`config.mk`:
```
export PLATFORM = sky130hd
export DESIGN_NAME = frame_uart_tx
export DESIGN_NICKNAME = d
export VERILOG_FILES = /design/src/rtl/frame_uart_tx_pkg.sv /design/src/rtl/frame_uart_tx_buf.sv /design/src/rtl/frame_uart_tx_ser.sv /design/src/rtl/frame_uart_tx_ctl.sv /design/src/rtl/frame_uart_tx.sv
export SDC_FILE = /design/constraint.sdc
export NUM_CORES = 1
export LEC_CHECK = 0
export BUFFER_PORTS_ARGS = -buffer_cell sky130_fd_sc_hd__buf_2
export CORE_MARGIN = 2
export CORE_UTILIZATION = 51
export CTS_BUF_LIST = sky130_fd_sc_hd__clkbuf_8 sky130_fd_sc_hd__clkbuf_16
export DETAILED_ROUTE_END_ITERATION = 12
export PLACE_DENSITY_LB_ADDON = 0.2
export SKIP_LAST_GASP = 1
export SLEW_MARGIN = 20
export SYNTH_ARGS = -nofsm -noshare
export SYNTH_HDL_FRONTEND = slang
export SYNTH_SLANG_ARGS = --single-unit
```
`constraint.sdc`:
```
create_clock -name clk -period 1.8 [get_ports clk]
set_clock_uncertainty 0.1 [all_clocks]
set_input_delay 0.09 -clock clk [delete_from_list [all_inputs] [get_ports clk]]
set_output_delay 0.09 -clock clk [all_outputs]
set_load 0.005 [all_outputs]
```
`src/rtl/frame_uart_tx_pkg.sv`:
```
package frame_uart_tx_pkg;

  typedef enum logic [2:0] {
    ST_IDLE  = 3'd0,
    ST_START = 3'd1,
    ST_DATA  = 3'd2,
    ST_PAR   = 3'd3,
    ST_STOP  = 3'd4
  } tx_state_e;

  // Field codes inside the frame word.
  localparam logic [1:0] PAR_CODE_EVEN = 2'b10;
  localparam logic [1:0] PAR_CODE_ODD  = 2'b11;
  localparam logic [1:0] STOP_CODE_HALF = 2'b00;
  localparam logic [1:0] STOP_CODE_TWO  = 2'b11;

  // Narrowest data width the frame word can ask for.
  localparam int MIN_BITS = 5;

endpackage

```
`src/rtl/frame_uart_tx_buf.sv`:
```
module frame_uart_tx_buf #(
  parameter int W     = 8,
  parameter int DEPTH = 2,
  localparam int PTR_W = (DEPTH > 1) ? $clog2(DEPTH) : 1,
  localparam int CNT_W = $clog2(DEPTH + 1)
) (
  input  logic             clk,
  input  logic             rst_n,
  input  logic             push,
  input  logic [W-1:0]     din,
  input  logic             pop,
  output logic [W-1:0]     dout,
  output logic [CNT_W-1:0] count,
  output logic             full,
  output logic             empty
);

  logic [W-1:0]     mem [DEPTH];
  logic [PTR_W-1:0] wr_ptr, rd_ptr;
  logic             do_push, do_pop;

  assign full    = (count == CNT_W'(DEPTH));
  assign empty   = (count == '0);
  assign do_push = push && !full;
  assign do_pop  = pop && !empty;
  assign dout    = mem[rd_ptr];

  function automatic logic [PTR_W-1:0] nxt(input logic [PTR_W-1:0] p);
    return (p == PTR_W'(DEPTH - 1)) ? '0 : p + 1'b1;
  endfunction

  always_ff @(posedge clk) begin
    if (do_push) mem[wr_ptr] <= din;
  end

  always_ff @(posedge clk or negedge rst_n) begin
    if (!rst_n) begin
      wr_ptr <= '0;
      rd_ptr <= '0;
      count  <= '0;
    end else begin
      if (do_push) wr_ptr <= nxt(wr_ptr);
      if (do_pop)  rd_ptr <= nxt(rd_ptr);
      case ({do_push, do_pop})
        2'b10:   count <= count + 1'b1;
        2'b01:   count <= count - 1'b1;
        default: count <= count;
      endcase
    end
  end

endmodule

```
`src/rtl/frame_uart_tx_ser.sv`:
```
module frame_uart_tx_ser
  import frame_uart_tx_pkg::*;
#(
  parameter int DATA_W = 8,
  parameter int OVS    = 16,
  localparam int TCW = $clog2(2 * OVS),
  localparam int BCW = $clog2(DATA_W + 1),
  localparam int SCW = $clog2(2 * OVS + 1)
) (
  input  logic              clk,
  input  logic              rst_n,
  input  logic              tick,
  input  logic              ld,
  input  logic [DATA_W-1:0] ld_data,
  input  logic [BCW-1:0]    ld_nbits,
  input  logic              ld_par_en,
  input  logic              ld_par_bit,
  input  logic [SCW-1:0]    ld_stop_ticks,
  output logic              busy,
  output logic              done,
  output logic              txd
);

  tx_state_e         state;
  logic [TCW-1:0]    tcnt;
  logic [BCW-1:0]    bidx;
  logic [BCW-1:0]    nbits;
  logic [DATA_W-1:0] shreg;
  logic              par_en, par_bit;
  logic [TCW-1:0]    stop_lim;
  logic              bit_last;

  assign bit_last = (tcnt == TCW'(OVS - 1));
  assign busy     = (state != ST_IDLE);

  always_comb begin
    case (state)
      ST_START: txd = 1'b0;
      ST_DATA:  txd = shreg[0];
      ST_PAR:   txd = par_bit;
      default:  txd = 1'b1;
    endcase
  end

  always_ff @(posedge clk or negedge rst_n) begin
    if (!rst_n) begin
      state    <= ST_IDLE;
      tcnt     <= '0;
      bidx     <= '0;
      nbits    <= '0;
      shreg    <= '0;
      par_en   <= 1'b0;
      par_bit  <= 1'b0;
      stop_lim <= '0;
      done     <= 1'b0;
    end else begin
      done <= 1'b0;
      case (state)
        ST_IDLE: begin
          if (ld) begin
            state    <= ST_START;
            tcnt     <= '0;
            bidx     <= '0;
            nbits    <= ld_nbits;
            shreg    <= ld_data;
            par_en   <= ld_par_en;
            par_bit  <= ld_par_bit;
            stop_lim <= TCW'(ld_stop_ticks - 1'b1);
          end
        end
        ST_START: begin
          if (tick) begin
            if (bit_last) begin
              tcnt  <= '0;
              state <= ST_DATA;
            end else begin
              tcnt <= tcnt + 1'b1;
            end
          end
        end
        ST_DATA: begin
          if (tick) begin
            if (bit_last) begin
              tcnt  <= '0;
              shreg <= shreg >> 1;
              if (bidx == nbits - 1'b1) state <= par_en ? ST_PAR : ST_STOP;
              else                      bidx  <= bidx + 1'b1;
            end else begin
              tcnt <= tcnt + 1'b1;
            end
          end
        end
        ST_PAR: begin
          if (tick) begin
            if (bit_last) begin
              tcnt  <= '0;
              state <= ST_STOP;
            end else begin
              tcnt <= tcnt + 1'b1;
            end
          end
        end
        ST_STOP: begin
          if (tick) begin
            if (tcnt == stop_lim) begin
              tcnt  <= '0;
              state <= ST_IDLE;
              done  <= 1'b1;
            end else begin
              tcnt <= tcnt + 1'b1;
            end
          end
        end
        default: state <= ST_IDLE;
      endcase
    end
  end

endmodule

```
`src/rtl/frame_uart_tx_ctl.sv`:
```
module frame_uart_tx_ctl #(
  parameter int DEPTH = 2,
  localparam int CNT_W = $clog2(DEPTH + 1)
) (
  input  logic             clk,
  input  logic             rst_n,
  input  logic             cmd_en,
  input  logic             cmd_dis,
  input  logic             push_acc,
  input  logic             frame_done,
  input  logic [CNT_W-1:0] buf_count,
  input  logic             trig_half,
  input  logic [1:0]       flag_clr,
  output logic             tx_en,
  output logic             txc,
  output logic             txbl,
  output logic [1:0]       flags
);

  logic txbl_q;
  logic txc_set;

  assign txbl = trig_half ? (buf_count <= CNT_W'(DEPTH / 2)) : (buf_count == '0);
  assign txc_set = frame_done && (buf_count == '0) && !push_acc;

  always_ff @(posedge clk or negedge rst_n) begin
    if (!rst_n) begin
      tx_en  <= 1'b0;
      txc    <= 1'b0;
      txbl_q <= 1'b1;
      flags  <= 2'b00;
    end else begin
      if (cmd_dis)     tx_en <= 1'b0;
      else if (cmd_en) tx_en <= 1'b1;

      if (push_acc)     txc <= 1'b0;
      else if (txc_set) txc <= 1'b1;

      txbl_q   <= txbl;
      flags[0] <= (flags[0] && !flag_clr[0]) || (txc_set && !txc);
      flags[1] <= (flags[1] && !flag_clr[1]) || (txbl && !txbl_q);
    end
  end

endmodule

```
`src/rtl/frame_uart_tx.sv`:
```
module frame_uart_tx
  import frame_uart_tx_pkg::*;
#(
  parameter int DATA_W = 8,
  parameter int OVS    = 16,
  parameter int DEPTH  = 2
) (
  input  logic              clk,
  input  logic              rst_n,
  input  logic              baud_tick,
  input  logic              in_valid,
  output logic              in_ready,
  input  logic [DATA_W-1:0] in_data,
  input  logic              cmd_en,
  input  logic              cmd_dis,
  input  logic [15:0]       frame_cfg,
  input  logic              trig_half,
  input  logic [1:0]        flag_clr,
  output logic              txd,
  output logic [7:0]        status,
  output logic [1:0]        irq_flags
);

  localparam int CNT_W = $clog2(DEPTH + 1);
  localparam int BCW   = $clog2(DATA_W + 1);
  localparam int SCW   = $clog2(2 * OVS + 1);

  logic [DATA_W-1:0] buf_dout;
  logic [CNT_W-1:0]  buf_count;
  logic              buf_full, buf_empty;
  logic              push_acc, ser_ld, ser_busy, ser_done;
  logic              tx_en, txc, txbl;
  logic [BCW-1:0]    nbits_sel;
  logic [DATA_W-1:0] data_mask;
  logic              par_en_sel, par_bit_sel;
  logic [SCW-1:0]    stop_sel;
  logic              unused_cfg;

  assign unused_cfg = ^{frame_cfg[15:14], frame_cfg[11:10], frame_cfg[7:4]};

  assign in_ready = !buf_full;
  assign push_acc = in_valid && in_ready;
  assign ser_ld   = !ser_busy && tx_en && !buf_empty;

  // Width decode with clamping to the supported range.
  always_comb begin
    if (frame_cfg[3:0] < 4'(MIN_BITS - 3))      nbits_sel = BCW'(MIN_BITS);
    else if (frame_cfg[3:0] > 4'(DATA_W - 3))   nbits_sel = BCW'(DATA_W);
    else                                        nbits_sel = BCW'(frame_cfg[3:0] + 4'd3);
  end

  for (genvar i = 0; i < DATA_W; i++) begin : g_mask
    assign data_mask[i] = (i < int'(nbits_sel));
  end

  assign par_en_sel  = (frame_cfg[9:8] == PAR_CODE_EVEN) || (frame_cfg[9:8] == PAR_CODE_ODD);
  assign par_bit_sel = (^(buf_dout & data_mask)) ^ (frame_cfg[9:8] == PAR_CODE_ODD);

  always_comb begin
    case (frame_cfg[13:12])
      STOP_CODE_HALF: stop_sel = SCW'(OVS / 2);
      STOP_CODE_TWO:  stop_sel = SCW'(2 * OVS);
      default:        stop_sel = SCW'(OVS);
    endcase
  end

  frame_uart_tx_buf #(.W(DATA_W), .DEPTH(DEPTH)) u_buf (
    .clk   (clk),
    .rst_n (rst_n),
    .push  (push_acc),
    .din   (in_data),
    .pop   (ser_ld),
    .dout  (buf_dout),
    .count (buf_count),
    .full  (buf_full),
    .empty (buf_empty)
  );

  frame_uart_tx_ser #(.DATA_W(DATA_W), .OVS(OVS)) u_ser (
    .clk           (clk),
    .rst_n         (rst_n),
    .tick          (baud_tick),
    .ld            (ser_ld),
    .ld_data       (buf_dout),
    .ld_nbits      (nbits_sel),
    .ld_par_en     (par_en_sel),
    .ld_par_bit    (par_bit_sel),
    .ld_stop_ticks (stop_sel),
    .busy          (ser_busy),
    .done          (ser_done),
    .txd           (txd)
  );

  frame_uart_tx_ctl #(.DEPTH(DEPTH)) u_ctl (
    .clk        (clk),
    .rst_n      (rst_n),
    .cmd_en     (cmd_en),
    .cmd_dis    (cmd_dis),
    .push_acc   (push_acc),
    .frame_done (ser_done),
    .buf_count  (buf_count),
    .trig_half  (trig_half),
    .flag_clr   (flag_clr),
    .tx_en      (tx_en),
    .txc        (txc),
    .txbl       (txbl),
    .flags      (irq_flags)
  );

  assign status = {1'b0, txbl, txc, 3'b000, tx_en, 1'b0};

endmodule

```
Yosys cells after proc, flatten, opt, wreduce, memory -nomap -nowiden
Memory sizes are Yosys's and may differ from the RTL's.
Index checks and enable logic that the tools add are counted.
{"block": "op_classes", "eq_ne": 25, "n_reduce_logical": 38, "addsub": 9, "n_mux": 44, "bitwise": 2, "order_cmp": 11}
{"cell": "two-way mux 3 bit", "n": 11}
{"cell": "two-way mux 5 bit", "n": 5}
{"cell": "two-way mux 4 bit", "n": 6}
{"cell": "two-way mux 8 bit", "n": 3}
{"cell": "< comparator 3 x 4 -> 1 bit, first input constant", "n": 4}
{"cell": "one-hot mux 8 bit (2 select lines)", "n": 1}
{"cell": "one-hot mux 3 bit (5 select lines)", "n": 1}
{"cell": "one-hot mux 5 bit (3 select lines)", "n": 1}
{"cell": "two-way mux 1 bit", "n": 12}
{"cell": "!= test 2 x 1 -> 1 bit, second input constant", "n": 6}
{"cell": "!= test 2 bit, second input constant", "n": 6}
{"cell": "logical AND 1 bit", "n": 11}
{"cell": "equality test 2 bit, second input constant", "n": 5}
{"cell": "one-hot mux 5 bit (2 select lines)", "n": 1}
{"cell": "AND reduction 10 bit", "n": 1}
{"cell": "AND 8 bit", "n": 1}
{"cell": "logical NOT 1 bit", "n": 8}
{"cell": "< comparator 1 x 4 -> 1 bit, first input constant", "n": 2}
{"cell": "< comparator 2 x 4 -> 1 bit, first input constant", "n": 2}
{"cell": "one-hot mux 4 bit (2 select lines)", "n": 1}
{"cell": "AND reduction 4 bit", "n": 2}
{"cell": "nonzero test 2 bit", "n": 4}
{"cell": "parity 8 bit", "n": 1}
{"cell": "equality test 3 x 2 -> 1 bit, second input constant", "n": 2}
{"cell": "27 further kinds", "n": 32}
{"block": "word_totals", "out_inout_bits": 12, "register_bits": 41, "elab_cells": 146, "ram_bits": 16, "mem_count": 1}
{"name": "u_buf.mem", "words": 2, "width": 8, "rd": 1, "rd_ports_with_merged_regs": 0, "wr": 1, "line": "frame_uart_tx_buf.sv:18", "rtl": "logic [W-1:0] mem [DEPTH];"}

Depth between registers and ports, before layout
{"block": "logic_depth", "ltp_word": 7, "ltp_mapped": 10, "depth_no_buf": 10}

Modules after synthesis
Synthesis repeated with hierarchy kept, for this count alone.
{"block": "hier_totals", "hier_cells": 310, "area_unflattened_um2": 3163.0}
{"module": "frame_uart_tx_ser", "seq_area_each_um2": 800.8, "instances": 1, "cells_each": 193, "area_each_um2": 1770.4}
{"module": "frame_uart_tx_buf", "seq_area_each_um2": 580.6, "instances": 1, "cells_each": 43, "area_each_um2": 774.5}
{"module": "frame_uart_tx", "seq_area_each_um2": 0.0, "instances": 1, "cells_each": 58, "area_each_um2": 424.2}
{"module": "frame_uart_tx_ctl", "seq_area_each_um2": 126.4, "instances": 1, "cells_each": 16, "area_each_um2": 193.9}

Least setup slack after synthesis
Ideal clock, no wire load.
{"block": "synth_timing", "kind": "register -> register", "from": "register u_ser.tcnt[0]", "to": "register u_ser.tcnt[2]", "path_stages_with_launch": 8, "path_slack_ns": -0.141, "path_buffers": 0, "arrival_ns": 1.723, "t_required_ns": 1.582, "cell_sequence": "dfrtp_1 or4_1 a211oi_2 nor3_1 a21oi_1 nand2b_1 o21bai_1 a21o_1"}
{"block": "synth_via", "elab_chain_len": 4, "word_cells_on_any_way": 8, "classes_between": "add/sub (1); eq/ne (2); mux (5)"}
{"item": "start, declared", "line": "frame_uart_tx_ser.sv:25", "rtl": "logic [TCW-1:0] tcnt;"}
{"item": "start signal, assigned", "line": "frame_uart_tx_ser.sv:77", "rtl": "tcnt <= tcnt + 1'b1;"}
{"item": "start signal, assigned", "line": "frame_uart_tx_ser.sv:89", "rtl": "tcnt <= tcnt + 1'b1;"}
{"item": "start signal, assigned", "line": "frame_uart_tx_ser.sv:99", "rtl": "tcnt <= tcnt + 1'b1;"}
{"item": "adder 5 x 1 -> 5 bit (tied with other cells)"}
{"item": "two-way mux 5 bit (on tied branches)"}
{"item": "two-way mux 5 bit (on tied branches)", "line": "frame_uart_tx_ser.sv:104, frame_uart_tx_ser.sv:82"}
{"item": "one-hot mux 5 bit (3 select lines) *", "line": "frame_uart_tx_ser.sv:58", "rtl": "case (state)"}
Every way passes the cells marked *; elsewhere a longest branch is shown, timed or not. The select of a mux whose other input is x is not followed.
A chain may end at the register's enable or synchronous reset.

Final worst setup path
{"block": "layout_timing", "from": "register u_buf.rd_ptr", "to": "register u_ser.par_bit"}
{"block": "layout_via", "elab_chain_len": 4}
{"item": "start, declared", "line": "frame_uart_tx_buf.sv:19", "rtl": "logic [PTR_W-1:0] wr_ptr, rd_ptr;"}
{"item": "start signal, assigned", "line": "frame_uart_tx_buf.sv:43", "rtl": "if (do_pop) rd_ptr <= nxt(rd_ptr);"}
{"item": "memory (2 x 8 bit)"}
{"item": "AND 8 bit", "line": "frame_uart_tx.sv:57", "rtl": "assign par_bit_sel = (^(buf_dout & data_mask)) ^ (frame_cfg[9:8] == PAR_CODE_ODD);"}
{"item": "parity 8 bit", "line": "frame_uart_tx.sv:57"}
{"item": "XOR 1 bit", "line": "frame_uart_tx.sv:57"}
{"item": "end signal, assigned", "line": "frame_uart_tx_ser.sv:67", "rtl": "par_bit <= ld_par_bit;"}
{"item": "end, declared", "line": "frame_uart_tx_ser.sv:29", "rtl": "logic par_en, par_bit;"}
No other way between the ends.

==> impl_results.md <==
- Largest net degree at the start of global routing: 40
- Vias: 2646
- Deepest clock path buffer count: 2
- Dpl cells: 446
- Synth Flop Type: dfrtp_1
- GP Congestion: 0.8048
- Layout fillers: 370
- Most frequent cells in the layout: buf_4 (60), dfrtp_1 (38), nand2_1 (35)
- Antenna fix cells: 0
- Final count of hold timing violations: 0
- HPWL after detailed placement: 4.484 mm
- Commonest non-fill, non-tap cell in the layout: buf_4
- Initial core utilization: 0.5368
- Arr. time, crit path: 2.14 ns
- Vias in the first global route: about 2500
- Fmax: 495.9 MHz
- Standard cell core area: between 5000 and 6000 sq um
- Power, Total: 5.932 mW
- Fin area: around 4400 sq um
- Mapped Avg Cell Area: 9.903 sq um
- Setup TNS: -2.386 ns
- Max stage delay cell, worst path: dfrtp_1
- Max IR drop VDD: 0.9372 mV
- P_leak: 2.003 nW
- Placed cell area: 3596 sq um
- DRC: 0
- Root buffer cell: clkbuf_8
- CTS clk-pin slew, worst paths: 0.11 ns
- FF-to-FF End: u_ser.par_bit
- Crit-path cells: buf_12, mux2i_4, buf_4, mux2i_1, and2b_1, o21ai_1, a211oi_2, nand3b_1
- Initial antenna violation count: 0
- First-pass GRT wire length: ~11 mm
- Post-synthesis instance area: 3010 sq um
- Hold_sp: baud_tick
- RSZ-0062 raised after global routing: true
- Crit. Startpoint: u_buf.rd_ptr
- Post-layout min period: 2.017 ns
- ANT nets after route: 0
- Layout cell share with drive strength beyond 1: 0.3947
- Hold slack: 0.04468 ns
- Critical path buffer and inverter count: 2
- Slew headroom: 0.6601
- Syn Inst Count: ~300
- Required @ worst endpoint: 1.92 ns
- Crit start category: flop
- First-pass DRT Iterations: 5
- Tcrit/Tclk final: 1.120
- R2R depth: 8
- Largest area contributor in the netlist: dfrtp_1
- Count of cell types in the netlist: 56
- WL final: 7.560 mm
- DRT iter0 DRCs: 133
- Clk sinks: between 50 and 60
- Vias/cell: around 5.4
- Worst Setup End Kind: flop
- Wire length per cell: 15.43 um
- Synth-to-layout area growth: 46.09%
- Power per cell area: 1349 nW/um^2
- Synth warn: 0
- Synth top area cells: dfrtp_1 (32%), edfxtp_1 (16%), nand2_1 (4.7%)
- Total Nets Final: 461
- Clock Latency Late Sink: approximately 0.33 ns
- Number of synthesized flops with an enable pin: 16
- Yosys reg bits: 55
- Hold depth: 3
- Tightest Hold Check Type: input port to flop
- GR Util All Layers: 0.2257
- IO Port Bufs: 31
- Die width: about 81 um
- TritonCTS Buffers: 5
- H-tree depth: 2
- FP Rows: 27
- Non-filler instance count after layout: 490
- Max-slew violations: 0
- Die Area: about 6500 sq um
- WHS Endpoint: u_ser.done
- RR Startpoint: u_buf.rd_ptr
- Status: complete, but fails checks
- Max-cap viol count: 0
- Worst-Margin Slew: 0.5098 ns
- Overflow after GRT: 0
- Failing checks: negative setup slack
- Top cell type's share of synthesized area: 0.3159
- Die Y-Extent: ~81 um
- FFs w/ async S/R, synth: 0.7091
- Final Worst Setup Slack: -0.2166 ns
- Sequential fraction of the synthesis area: 0.4842
- Final setup viols: 20
- Slowest stage delay, CP: 0.42 ns
- CTS tree: yes
- Crit Path Class: flop to flop
- R2R Setup Slk: -0.22 ns
- Cell family with most CP delay: flip-flops
- Maximum fanout along the worst path: 8
- # IOs: 45
==> logic make-up (layout without fill, tap and decap cells) <==
family | count (synthesis) | count (layout) | share of synthesized area
AO/OA/AOI/OAI | 70 | 70 | 0.1471
XOR/XNOR | 21 | 21 | 0.06110
adder cells (fa/ha/maj) | 11 | 11 | 0.04572
buffers and inverters | 36 | 146 | 0.06192
flip-flops | 55 | 55 | 0.4842
multiplexers | 11 | 11 | 0.04156
other | 1 | 5 | 0.001246
AND/OR/NAND/NOR | 99 | 99 | 0.1571
==> synthesized netlist by cell type (2+ instances only) <==
library cell	n
a211oi_1	2
a211oi_2	2
a21oi_1	13
a22o_1	3
a31oi_1	3
and2_1	2
and2b_1	2
and3_1	2
buf_4	9
buf_6	2
clkbuf_1	4
dfrtp_1	38
edfxtp_1	16
ha_1	11
inv_1	19
mux2_2	2
mux2i_1	8
nand2_1	38
nand2b_1	4
nand3_1	8
nand3b_1	2
nand4_1	2
nor2_1	24
nor3_1	4
nor4_1	2
o21ai_0	27
o21ai_1	2
o22ai_1	2
o31ai_1	5
xnor2_1	13
xor2_1	8
==> metrics by stage <==
stage | util | setup slack (ns)
3_5_place_dp | 0.6412 | -0.2443
3_3_place_gp | 0.6412 | -0.1784
5_1_grt | 0.7842 | -0.3128
2_1_floorplan | - | -0.1260
4_1_cts | 0.7356 | -0.1917
6_report | 0.7842 | -0.2166
==> repair_timing <==
item / in CTS / in global routing
endpoints found under the hold margin: 64 / 0
pin swaps: 9 / 18
cloned: 1 / 0
setup endpoints to repair: 22 / 26
setup buffers: 11 / 9
gates resized for setup: 31 / 51
hold buffers: 19 / 0
==> state kept, by name, indices dropped and copies added (netlist names), 2 cells and up <==
name            count
u_buf.mem          16
u_buf.count         2
u_ser.stop_lim      3
u_ser.state         3
u_ser.bidx          4
u_ser.shreg         8
u_ctl.flags         2
u_ser.nbits         4
u_ser.tcnt          5
==> how the worst max path moves through the flow <==
stage,to,slack (ns),cells after the start
global placement,u_ser.par_bit,-0.18,11
floorplan,u_ser.tcnt[2],-0.13,7
finish,u_ser.par_bit,-0.22,8
detailed placement,u_ser.tcnt[2],-0.24,7
CTS,u_ser.tcnt[2],-0.19,7
global route,u_ser.par_bit,-0.31,8
==> worst min-delay path, cell delays in order <==
cell     delay, ns
buf_2         0.19
nand2_4       0.10
nor2_1        0.05
==> routing by layer <==
metal,part of all wire,track usage,up-vias
li1,-,-,1282
met1,0.42,0.2829,1292
met2,0.53,0.4017,62
met3,0.035,0.04111,10
met4,0.016,0.05763,0
met5,0,0,-
==> power by group <==
part           switching (mW)  internal [mW]  leakage (nW)
clock                   0.458          0.290        0.0495
sequential              0.251           1.68         0.647
combinational            1.60           1.66          1.31
total                    2.30           3.63          2.00
==> cell type report <==
type                    count  area [sq um]  share of cell area
inverters                  19         71.32             0.01622
repair buffers            119         939.7              0.2137
well taps                  72         90.09             0.02048
multi-input cells         217          1744              0.3966
clock buffers               5         68.82             0.01565
flip-flops and latches     55          1458              0.3314
clock inverters             3         26.28            0.005974
Power figures use the tool's default switching activity.
